[src/rtl/irq_disp_pkg.sv]
package irq_disp_pkg;
  localparam int PSW       = 8;
  localparam int PS_LVL_W  = 4;
  localparam int PS_EXCM   = 4;
  localparam int PS_UM     = 5;

  typedef enum logic [1:0] {
    CLS_HIGH = 2'd0,
    CLS_USER = 2'd1,
    CLS_KERN = 2'd2,
    CLS_DBL  = 2'd3
  } disp_cls_e;
endpackage

[src/rtl/irq_qualify.sv]
module irq_qualify #(
  parameter int unsigned NLEVEL = 6,
  parameter int unsigned NIRQ   = 32,
  parameter int unsigned LVLW   = 4
) (
  input  logic                   eval_i,
  input  logic [LVLW-1:0]        pend_lvl_i,
  input  logic [LVLW-1:0]        cur_lvl_i,
  input  logic [NLEVEL*NIRQ-1:0] lvl_mask_i,
  input  logic [NIRQ-1:0]        int_set_i,
  input  logic [NIRQ-1:0]        int_en_i,
  output logic                   accept_o
);
  logic [NIRQ-1:0]   live;
  logic [NLEVEL-1:0] lvl_hit;
  logic              hit_sel;
  logic              in_range;

  assign live = int_set_i & int_en_i;

  for (genvar g = 0; g < NLEVEL; g++) begin : g_hit
    assign lvl_hit[g] = |(lvl_mask_i[g*NIRQ +: NIRQ] & live);
  end

  always_comb begin
    hit_sel = 1'b0;
    for (int l = 1; l <= NLEVEL; l++) begin
      if (pend_lvl_i == LVLW'(l)) hit_sel = lvl_hit[l-1];
    end
  end

  assign in_range = (pend_lvl_i <= LVLW'(NLEVEL));
  assign accept_o = eval_i && in_range && (pend_lvl_i > cur_lvl_i) && hit_sel;
endmodule

[src/rtl/irq_vector.sv]
module irq_vector
  import irq_disp_pkg::*;
#(
  parameter int unsigned     XLEN        = 32,
  parameter int unsigned     LVLW        = 4,
  parameter bit              RELOC_EN    = 1'b1,
  parameter logic [XLEN-1:0] DEF_VECBASE = 32'h4000_0000,
  parameter logic [XLEN-1:0] VEC_L2      = 32'h4000_0180,
  parameter logic [XLEN-1:0] VEC_STRIDE  = 32'h0000_0040,
  parameter logic [XLEN-1:0] USER_VEC    = 32'h4000_0340,
  parameter logic [XLEN-1:0] KERN_VEC    = 32'h4000_0300,
  parameter logic [XLEN-1:0] DBL_VEC     = 32'h4000_03C0
) (
  input  logic [LVLW-1:0] lvl_i,
  input  disp_cls_e       cls_i,
  input  logic [XLEN-1:0] vecbase_i,
  output logic [XLEN-1:0] target_o
);
  logic [XLEN-1:0] def_vec;
  logic [XLEN-1:0] hi_vec;

  assign hi_vec = VEC_L2 + (XLEN'(lvl_i) - XLEN'(2)) * VEC_STRIDE;

  always_comb begin
    unique case (cls_i)
      CLS_HIGH: def_vec = hi_vec;
      CLS_USER: def_vec = USER_VEC;
      CLS_KERN: def_vec = KERN_VEC;
      default:  def_vec = DBL_VEC;
    endcase
  end

  if (RELOC_EN) begin : g_reloc
    assign target_o = def_vec - DEF_VECBASE + vecbase_i;
  end else begin : g_fixed
    logic [XLEN-1:0] unused_base;
    assign unused_base = vecbase_i;
    assign target_o    = def_vec;
  end
endmodule

[src/rtl/irq_save_regs.sv]
module irq_save_regs
  import irq_disp_pkg::*;
#(
  parameter int unsigned NLEVEL   = 6,
  parameter int unsigned XLEN     = 32,
  parameter int unsigned LVLW     = 4,
  parameter bit          HAS_DEPC = 1'b1
) (
  input  logic                       clk,
  input  logic                       rst,
  input  logic                       take_i,
  input  logic [LVLW-1:0]            lvl_i,
  input  disp_cls_e                  cls_i,
  input  logic [XLEN-1:0]            pc_i,
  input  logic [PSW-1:0]             ps_old_i,
  output logic [NLEVEL*XLEN-1:0]     epc_o,
  output logic [(NLEVEL-1)*PSW-1:0]  eps_o,
  output logic [XLEN-1:0]            depc_o
);
  logic dbl_to_depc;
  assign dbl_to_depc = HAS_DEPC && (cls_i == CLS_DBL);

  for (genvar g = 0; g < NLEVEL; g++) begin : g_lvl
    logic            wr;
    logic [XLEN-1:0] epc_q;
    if (g == 0) begin : g_l1
      assign wr = take_i && (lvl_i == LVLW'(1)) && !dbl_to_depc;
    end else begin : g_hi
      logic [PSW-1:0] eps_q;
      assign wr = take_i && (lvl_i == LVLW'(g + 1));
      always_ff @(posedge clk) begin
        if (rst)     eps_q <= '0;
        else if (wr) eps_q <= ps_old_i;
      end
      assign eps_o[(g-1)*PSW +: PSW] = eps_q;
    end
    always_ff @(posedge clk) begin
      if (rst)     epc_q <= '0;
      else if (wr) epc_q <= pc_i;
    end
    assign epc_o[g*XLEN +: XLEN] = epc_q;
  end

  if (HAS_DEPC) begin : g_depc
    logic [XLEN-1:0] depc_q;
    always_ff @(posedge clk) begin
      if (rst)                          depc_q <= '0;
      else if (take_i && dbl_to_depc)   depc_q <= pc_i;
    end
    assign depc_o = depc_q;
  end else begin : g_nodepc
    assign depc_o = '0;
  end
endmodule

[src/rtl/irq_dispatch.sv]
module irq_dispatch
  import irq_disp_pkg::*;
#(
  parameter int unsigned     NLEVEL      = 6,
  parameter int unsigned     NIRQ        = 32,
  parameter int unsigned     XLEN        = 32,
  parameter int unsigned     LVLW        = 4,
  parameter int unsigned     CAUSEW      = 6,
  parameter int unsigned     LVL1_CAUSE  = 4,
  parameter bit              HAS_INT_OPT = 1'b1,
  parameter bit              HAS_DEPC    = 1'b1,
  parameter bit              RELOC_EN    = 1'b1,
  parameter logic [XLEN-1:0] DEF_VECBASE = 32'h4000_0000,
  parameter logic [XLEN-1:0] VEC_L2      = 32'h4000_0180,
  parameter logic [XLEN-1:0] VEC_STRIDE  = 32'h0000_0040,
  parameter logic [XLEN-1:0] USER_VEC    = 32'h4000_0340,
  parameter logic [XLEN-1:0] KERN_VEC    = 32'h4000_0300,
  parameter logic [XLEN-1:0] DBL_VEC     = 32'h4000_03C0
) (
  input  logic                      clk,
  input  logic                      rst,
  input  logic                      eval_i,
  input  logic [LVLW-1:0]           pend_lvl_i,
  input  logic [NLEVEL*NIRQ-1:0]    lvl_mask_i,
  input  logic [NIRQ-1:0]           int_set_i,
  input  logic [NIRQ-1:0]           int_en_i,
  input  logic [XLEN-1:0]           pc_i,
  input  logic [XLEN-1:0]           vecbase_i,
  input  logic                      ps_wr_i,
  input  logic [7:0]                ps_wdata_i,
  output logic                      taken_o,
  output logic [1:0]                class_o,
  output logic [XLEN-1:0]           target_o,
  output logic [7:0]                ps_o,
  output logic [CAUSEW-1:0]         exccause_o,
  output logic [NLEVEL*XLEN-1:0]    epc_o,
  output logic [(NLEVEL-1)*8-1:0]   eps_o,
  output logic [XLEN-1:0]           depc_o
);
  localparam logic [PSW-1:0] PS_RESET = HAS_INT_OPT ? 8'h1F : 8'h10;

  logic [LVLW-1:0]   pend_q;
  logic [PSW-1:0]    ps_q;
  logic              taken_q;
  disp_cls_e         cls_q;
  logic [XLEN-1:0]   target_q;
  logic [CAUSEW-1:0] cause_q;

  logic              accept;
  disp_cls_e         cls_d;
  logic [XLEN-1:0]   target_d;
  logic [PSW-1:0]    ps_d;
  logic              is_hi;

  always_ff @(posedge clk) begin
    if (rst) pend_q <= '0;
    else     pend_q <= pend_lvl_i;
  end

  irq_qualify #(.NLEVEL(NLEVEL), .NIRQ(NIRQ), .LVLW(LVLW)) u_qual (
    .eval_i     (eval_i),
    .pend_lvl_i (pend_q),
    .cur_lvl_i  (LVLW'(ps_q[PS_LVL_W-1:0])),
    .lvl_mask_i (lvl_mask_i),
    .int_set_i  (int_set_i),
    .int_en_i   (int_en_i),
    .accept_o   (accept)
  );

  assign is_hi = (pend_q > LVLW'(1));

  always_comb begin
    if (is_hi)              cls_d = CLS_HIGH;
    else if (ps_q[PS_EXCM]) cls_d = CLS_DBL;
    else if (ps_q[PS_UM])   cls_d = CLS_USER;
    else                    cls_d = CLS_KERN;
  end

  always_comb begin
    ps_d = ps_q;
    ps_d[PS_EXCM] = 1'b1;
    if (is_hi) ps_d[PS_LVL_W-1:0] = PS_LVL_W'(pend_q);
  end

  irq_vector #(
    .XLEN(XLEN), .LVLW(LVLW), .RELOC_EN(RELOC_EN), .DEF_VECBASE(DEF_VECBASE),
    .VEC_L2(VEC_L2), .VEC_STRIDE(VEC_STRIDE), .USER_VEC(USER_VEC),
    .KERN_VEC(KERN_VEC), .DBL_VEC(DBL_VEC)
  ) u_vec (
    .lvl_i     (pend_q),
    .cls_i     (cls_d),
    .vecbase_i (vecbase_i),
    .target_o  (target_d)
  );

  irq_save_regs #(
    .NLEVEL(NLEVEL), .XLEN(XLEN), .LVLW(LVLW), .HAS_DEPC(HAS_DEPC)
  ) u_save (
    .clk      (clk),
    .rst      (rst),
    .take_i   (accept),
    .lvl_i    (pend_q),
    .cls_i    (cls_d),
    .pc_i     (pc_i),
    .ps_old_i (ps_q),
    .epc_o    (epc_o),
    .eps_o    (eps_o),
    .depc_o   (depc_o)
  );

  always_ff @(posedge clk) begin
    if (rst) begin
      ps_q     <= PS_RESET;
      taken_q  <= 1'b0;
      cls_q    <= CLS_HIGH;
      target_q <= '0;
      cause_q  <= '0;
    end else begin
      taken_q <= accept;
      if (accept) begin
        ps_q     <= ps_d;
        cls_q    <= cls_d;
        target_q <= target_d;
        if (!is_hi) cause_q <= CAUSEW'(LVL1_CAUSE);
      end else if (ps_wr_i) begin
        ps_q <= ps_wdata_i;
      end
    end
  end

  assign taken_o    = taken_q;
  assign class_o    = cls_q;
  assign target_o   = target_q;
  assign ps_o       = ps_q;
  assign exccause_o = cause_q;
endmodule

[config.mk]
export PLATFORM = sky130hd
export DESIGN_NAME = irq_dispatch
export DESIGN_NICKNAME = d
export VERILOG_FILES = /design/src/rtl/irq_disp_pkg.sv /design/src/rtl/irq_qualify.sv /design/src/rtl/irq_vector.sv /design/src/rtl/irq_save_regs.sv /design/src/rtl/irq_dispatch.sv
export SDC_FILE = /design/constraint.sdc
export NUM_CORES = 1
export LEC_CHECK = 0
export BUFFER_PORTS_ARGS = -buffer_cell sky130_fd_sc_hd__buf_2
export CAP_MARGIN = 20
export CORE_AREA = 2 2 250 252
export DETAILED_ROUTE_END_ITERATION = 12
export DIE_AREA = 0 0 252 254
export GPL_TIMING_DRIVEN = 0
export PLACE_DENSITY_LB_ADDON = 0.1
export SYNTH_ARGS = -nofsm -noshare
export SYNTH_HDL_FRONTEND = slang
export SYNTH_SLANG_ARGS = --single-unit
[constraint.sdc]
create_clock -name clk -period 7.2 [get_ports clk]
set_input_delay 0.72 -clock clk [delete_from_list [all_inputs] [get_ports clk]]
set_output_delay 0.72 -clock clk [all_outputs]
set_load 0.03 [all_outputs]
==> run metrics <==
Worst EP required=around 7.6 ns; initial antenna violation count=13; Max Cap Viol=0; clk_skew=0.02100 ns; top_reg_cell synth=dfxtp_1; CTS root buf=clkbuf_16; CTS Buf Count=39; pin count of the biggest net entering global routing=13; status=finished, final reports clean; flops & latches, synth=312; Clk pwr share=0.437; DRC violations left=0; routed vias/inst=4.816; Post-Syn Area per Cell=9.127 sq um; Relative slew margins=0.3186; Overflow after GRT=0; final WL=slightly above 80000 microns; Setup Total Neg Slack=0 ns; Filler cells=6653; clock sink total=312; Synth Instances=1606; Data arrival, critical path=5.67 ns; Tightest Pin Transition=1.017 ns; mux cell area share after synthesis=0.1988; Simple-Gate Fraction of Synth Area=0.2164; Die ar.=~0.064 sq mm; mapped cell area=approximately 0.015 sq mm; met3 Usage GRT=0.07047; Initial Util=0.2393; Die Y-Extent=~250 microns; main combinational cell family by area after synthesis=simple AND/OR/NAND/NOR gates; fmax=0.1898 GHz; H-Tree Depth=2; die width=252 microns; Hold Crit Class=in -> reg; drt first-iter violations=862; Post-CTS Hold Buffers=0; TritonCTS clock tree=done; delay of the slowest critical-path stage=0.59 ns; Logic pwr share=0.151; Final #Nets=approximately 2700; busiest grt layer=met2; DRT Pass-1 Iters=5; Rows=91; crit start category=register; Hold WS=between 0.3 and 0.4 ns; switching part of the total=0.2863; number of global-route vias before repair=14925; worst hold start=pend_lvl_i[3]; worst skew pair latency=0.56 ns; Total Routing Usage GR=0.2489; Tcrit/Tclk final=0.7317; post-place setup slack=~2.0 ns; CP cell instances=buf_2 > inv_1 > nand2_1 > inv_1 > o21ai_0 > inv_1 > ha_1 > nand2b_1 > nor2_1 > ha_1 > ha_1 > a211o_1 > nand2b_1 > o211ai_2 > o21ai_0 > a311oi_1 > o21ai_0 > o2111ai_1 > a21oi_1; family with the most delay on the worst path=compound AO/OA/AOI/OAI gates; power density cells=between 200 and 250 mW/mm^2; asr flop ratio synth=0; worst r2r src=pend_q[1]$_SDFF_PP0_; clock slew at reported path FFs=approximately 0.060 ns; core area=0.06126 sq mm; minimum clock period=5.268 ns; Leak Pwr=about 10 nW; global-route wire length before repair=about 110000 microns; Top-Level Pins=approximately 650; DR vias=14993; buffers added on ports=about 640; average wire per standard cell=between 20 and 30 microns; Area growth syn-to-layout=37.04%; Power Internal=3.035 mW; met2 Use GR=0.3983; Antenna Nets Post-Route=0; GP Congestion=~0.95; Fin. Hold Viols=0; Slowest cell on crit path=a311oi_1; maximum VDD drop=0.0001269 V; WS Path Type=reg -> reg; setup violators final=0; pins over their slew limit=0; adder-cell share of the synthesized area=0.05514; RSZ-0062 raised after global routing=false; Crit. End Element=register; NetSw=1.218 mW; Worst Path Buf+Inv=4; xor/xnor share of the synthesized area=0.01374; Ys Warns=0; Post-CTS Resized=0; layout cell share with drive strength beyond 1=0.3263; post-synthesis sequential area ratio=0.4261; DP Wirelength=68200 microns; Max Buffers Root-to-Sink=3; register share of total power=0.412; final worst slack=roughly 1.9 ns; met1 Track Usage GR=0.3322; Yosys cell types=68; Post-CTS Setup Bufs=0; Post-synth EDFFs=0; Critical Path Start=pend_q[1]$_SDFF_PP0_; Worst Path Max Fanout=10; Synth Area in Compound Gates=0.05523
==> final timing paths <==
kind / end / slack, ns / depth (start not counted)
worst min register to register: u_save.g_lvl[4].epc_q[21]$_SDFFE_PP0P_ / 0.45 / 2
worst max register to register: target_o[30]$_SDFFE_PP0P_ / 1.93 / 19
worst min-delay path: pend_q[3]$_SDFF_PP0_ / 0.39 / 2
worst max-delay path: target_o[30]$_SDFFE_PP0P_ / 1.93 / 19
==> per-layer routing <==
layer  vias to the layer above  share of wire
li1                       7058              -
met1                      7360           0.45
met2                       481           0.46
met3                        82          0.074
met4                        12          0.015
met5                         -         0.0010
==> metrics by stage <==
step / cells / utilization / power (mW) / area, sq um
after floorplan: 1610 / - / 2.106 / 14670
after global placement: 3042 / 0.3081 / 2.424 / 18870
after detailed placement: 3043 / 0.3084 / 2.424 / 18890
after CTS: 3107 / 0.3277 / 4.314 / 20070
after global routing: 3111 / 0.3278 / 4.435 / 20080
final: 3113 / 0.3279 / 4.253 / 20090
==> final cells by class <==
cell class                 count  area [sq um]  area share
buffer                        79         416.7     0.02074
multi-input combinational   1196          7924      0.3945
clock buffer                  55          1107     0.05513
tap                          790         988.4     0.04921
sequential                   312          6246      0.3109
timing repair buffer         643          3228      0.1607
inverter                      23         86.33    0.004298
antenna                        6         15.01   0.0007475
clock inverter                 9         75.07    0.003737
==> power groups by stage <==
stage / combinational (mW) / clock, mW / sequential (mW)
2_1_floorplan: 0.307 / 0 / 1.80
3_3_place_gp: 0.635 / 0 / 1.79
3_5_place_dp: 0.635 / 0 / 1.79
4_1_cts: 0.638 / 1.92 / 1.75
5_1_grt: 0.695 / 1.99 / 1.75
6_report: 0.641 / 1.86 / 1.75
==> logic make-up (layout without fill, tap and decap cells) <==
group                      Yosys count  count (layout)
muxes                              291             291
and+or+nand+nor                    698             698
buffers and inverters              102             809
DFF                                312             312
other                                1              11
xor gates and xnor gates            23              23
adders and majority gates           64              64
AOI/OAI and AO/OA                  115             115
==> cells in the mapped netlist, drive strengths merged (8+ instances only) <==
cell type	n	area [sq um]
nor2	172	645.6
buf	38	262.8
xnor2	17	148.9
nor3	10	55.05
o21ai	19	98.85
ha	63	788.3
and3	13	81.33
nand3	190	950.9
dfxtp	312	6246
a211oi	8	70.06
mux2i	290	2903
nand2	222	833.3
nor2b	12	77.58
inv	23	86.33
clkbuf	41	153.9
a21oi	35	175.2
nand4	49	319.0
==> registers in the layout, summed over array words and instances, names as in the netlist <==
| signal | count |
|---|---|
| u_save.g_lvl.g_hi.eps_q | 40 |
| class_o | 2 |
| pend_q | 4 |
| exccause_o | 1 |
| ps_o | 8 |
| u_save.g_lvl.epc_q | 192 |
| u_save.depc_o | 32 |
| taken_o | 1 |
| target_o | 32 |
==> worst reg2reg max path, cell delays in order (launching register included) <==
cell	delay, ns
dfxtp_1	0.43
buf_2	0.27
inv_1	0.14
nand2_1	0.15
inv_1	0.20
o21ai_0	0.17
inv_1	0.20
ha_1	0.32
nand2b_1	0.22
nor2_1	0.38
ha_1	0.32
ha_1	0.36
a211o_1	0.32
nand2b_1	0.15
o211ai_2	0.26
o21ai_0	0.20
a311oi_1	0.59
o21ai_0	0.20
o2111ai_1	0.14
a21oi_1	0.09
==> layout by cell type (no fill, tap or decap), types with 6 or more instances in the layout <==
master	instances
diode_2	6
nor2b_1	11
a211o_1	6
xnor2_1	17
nor3_1	9
nor2_1	172
ha_1	63
clkbuf_16	40
nand3_1	190
nor4_1	7
clkbuf_1	51
buf_2	660
a211oi_1	6
mux2i_1	290
buf_4	14
buf_6	6
xor2_1	6
o21ai_0	16
dfxtp_1	312
and2_1	7
inv_1	22
a31oi_1	6
a21oi_1	35
and3_1	13
nand4_1	47
nand2_1	222
Note: power is estimated with default switching activity, not from simulation.
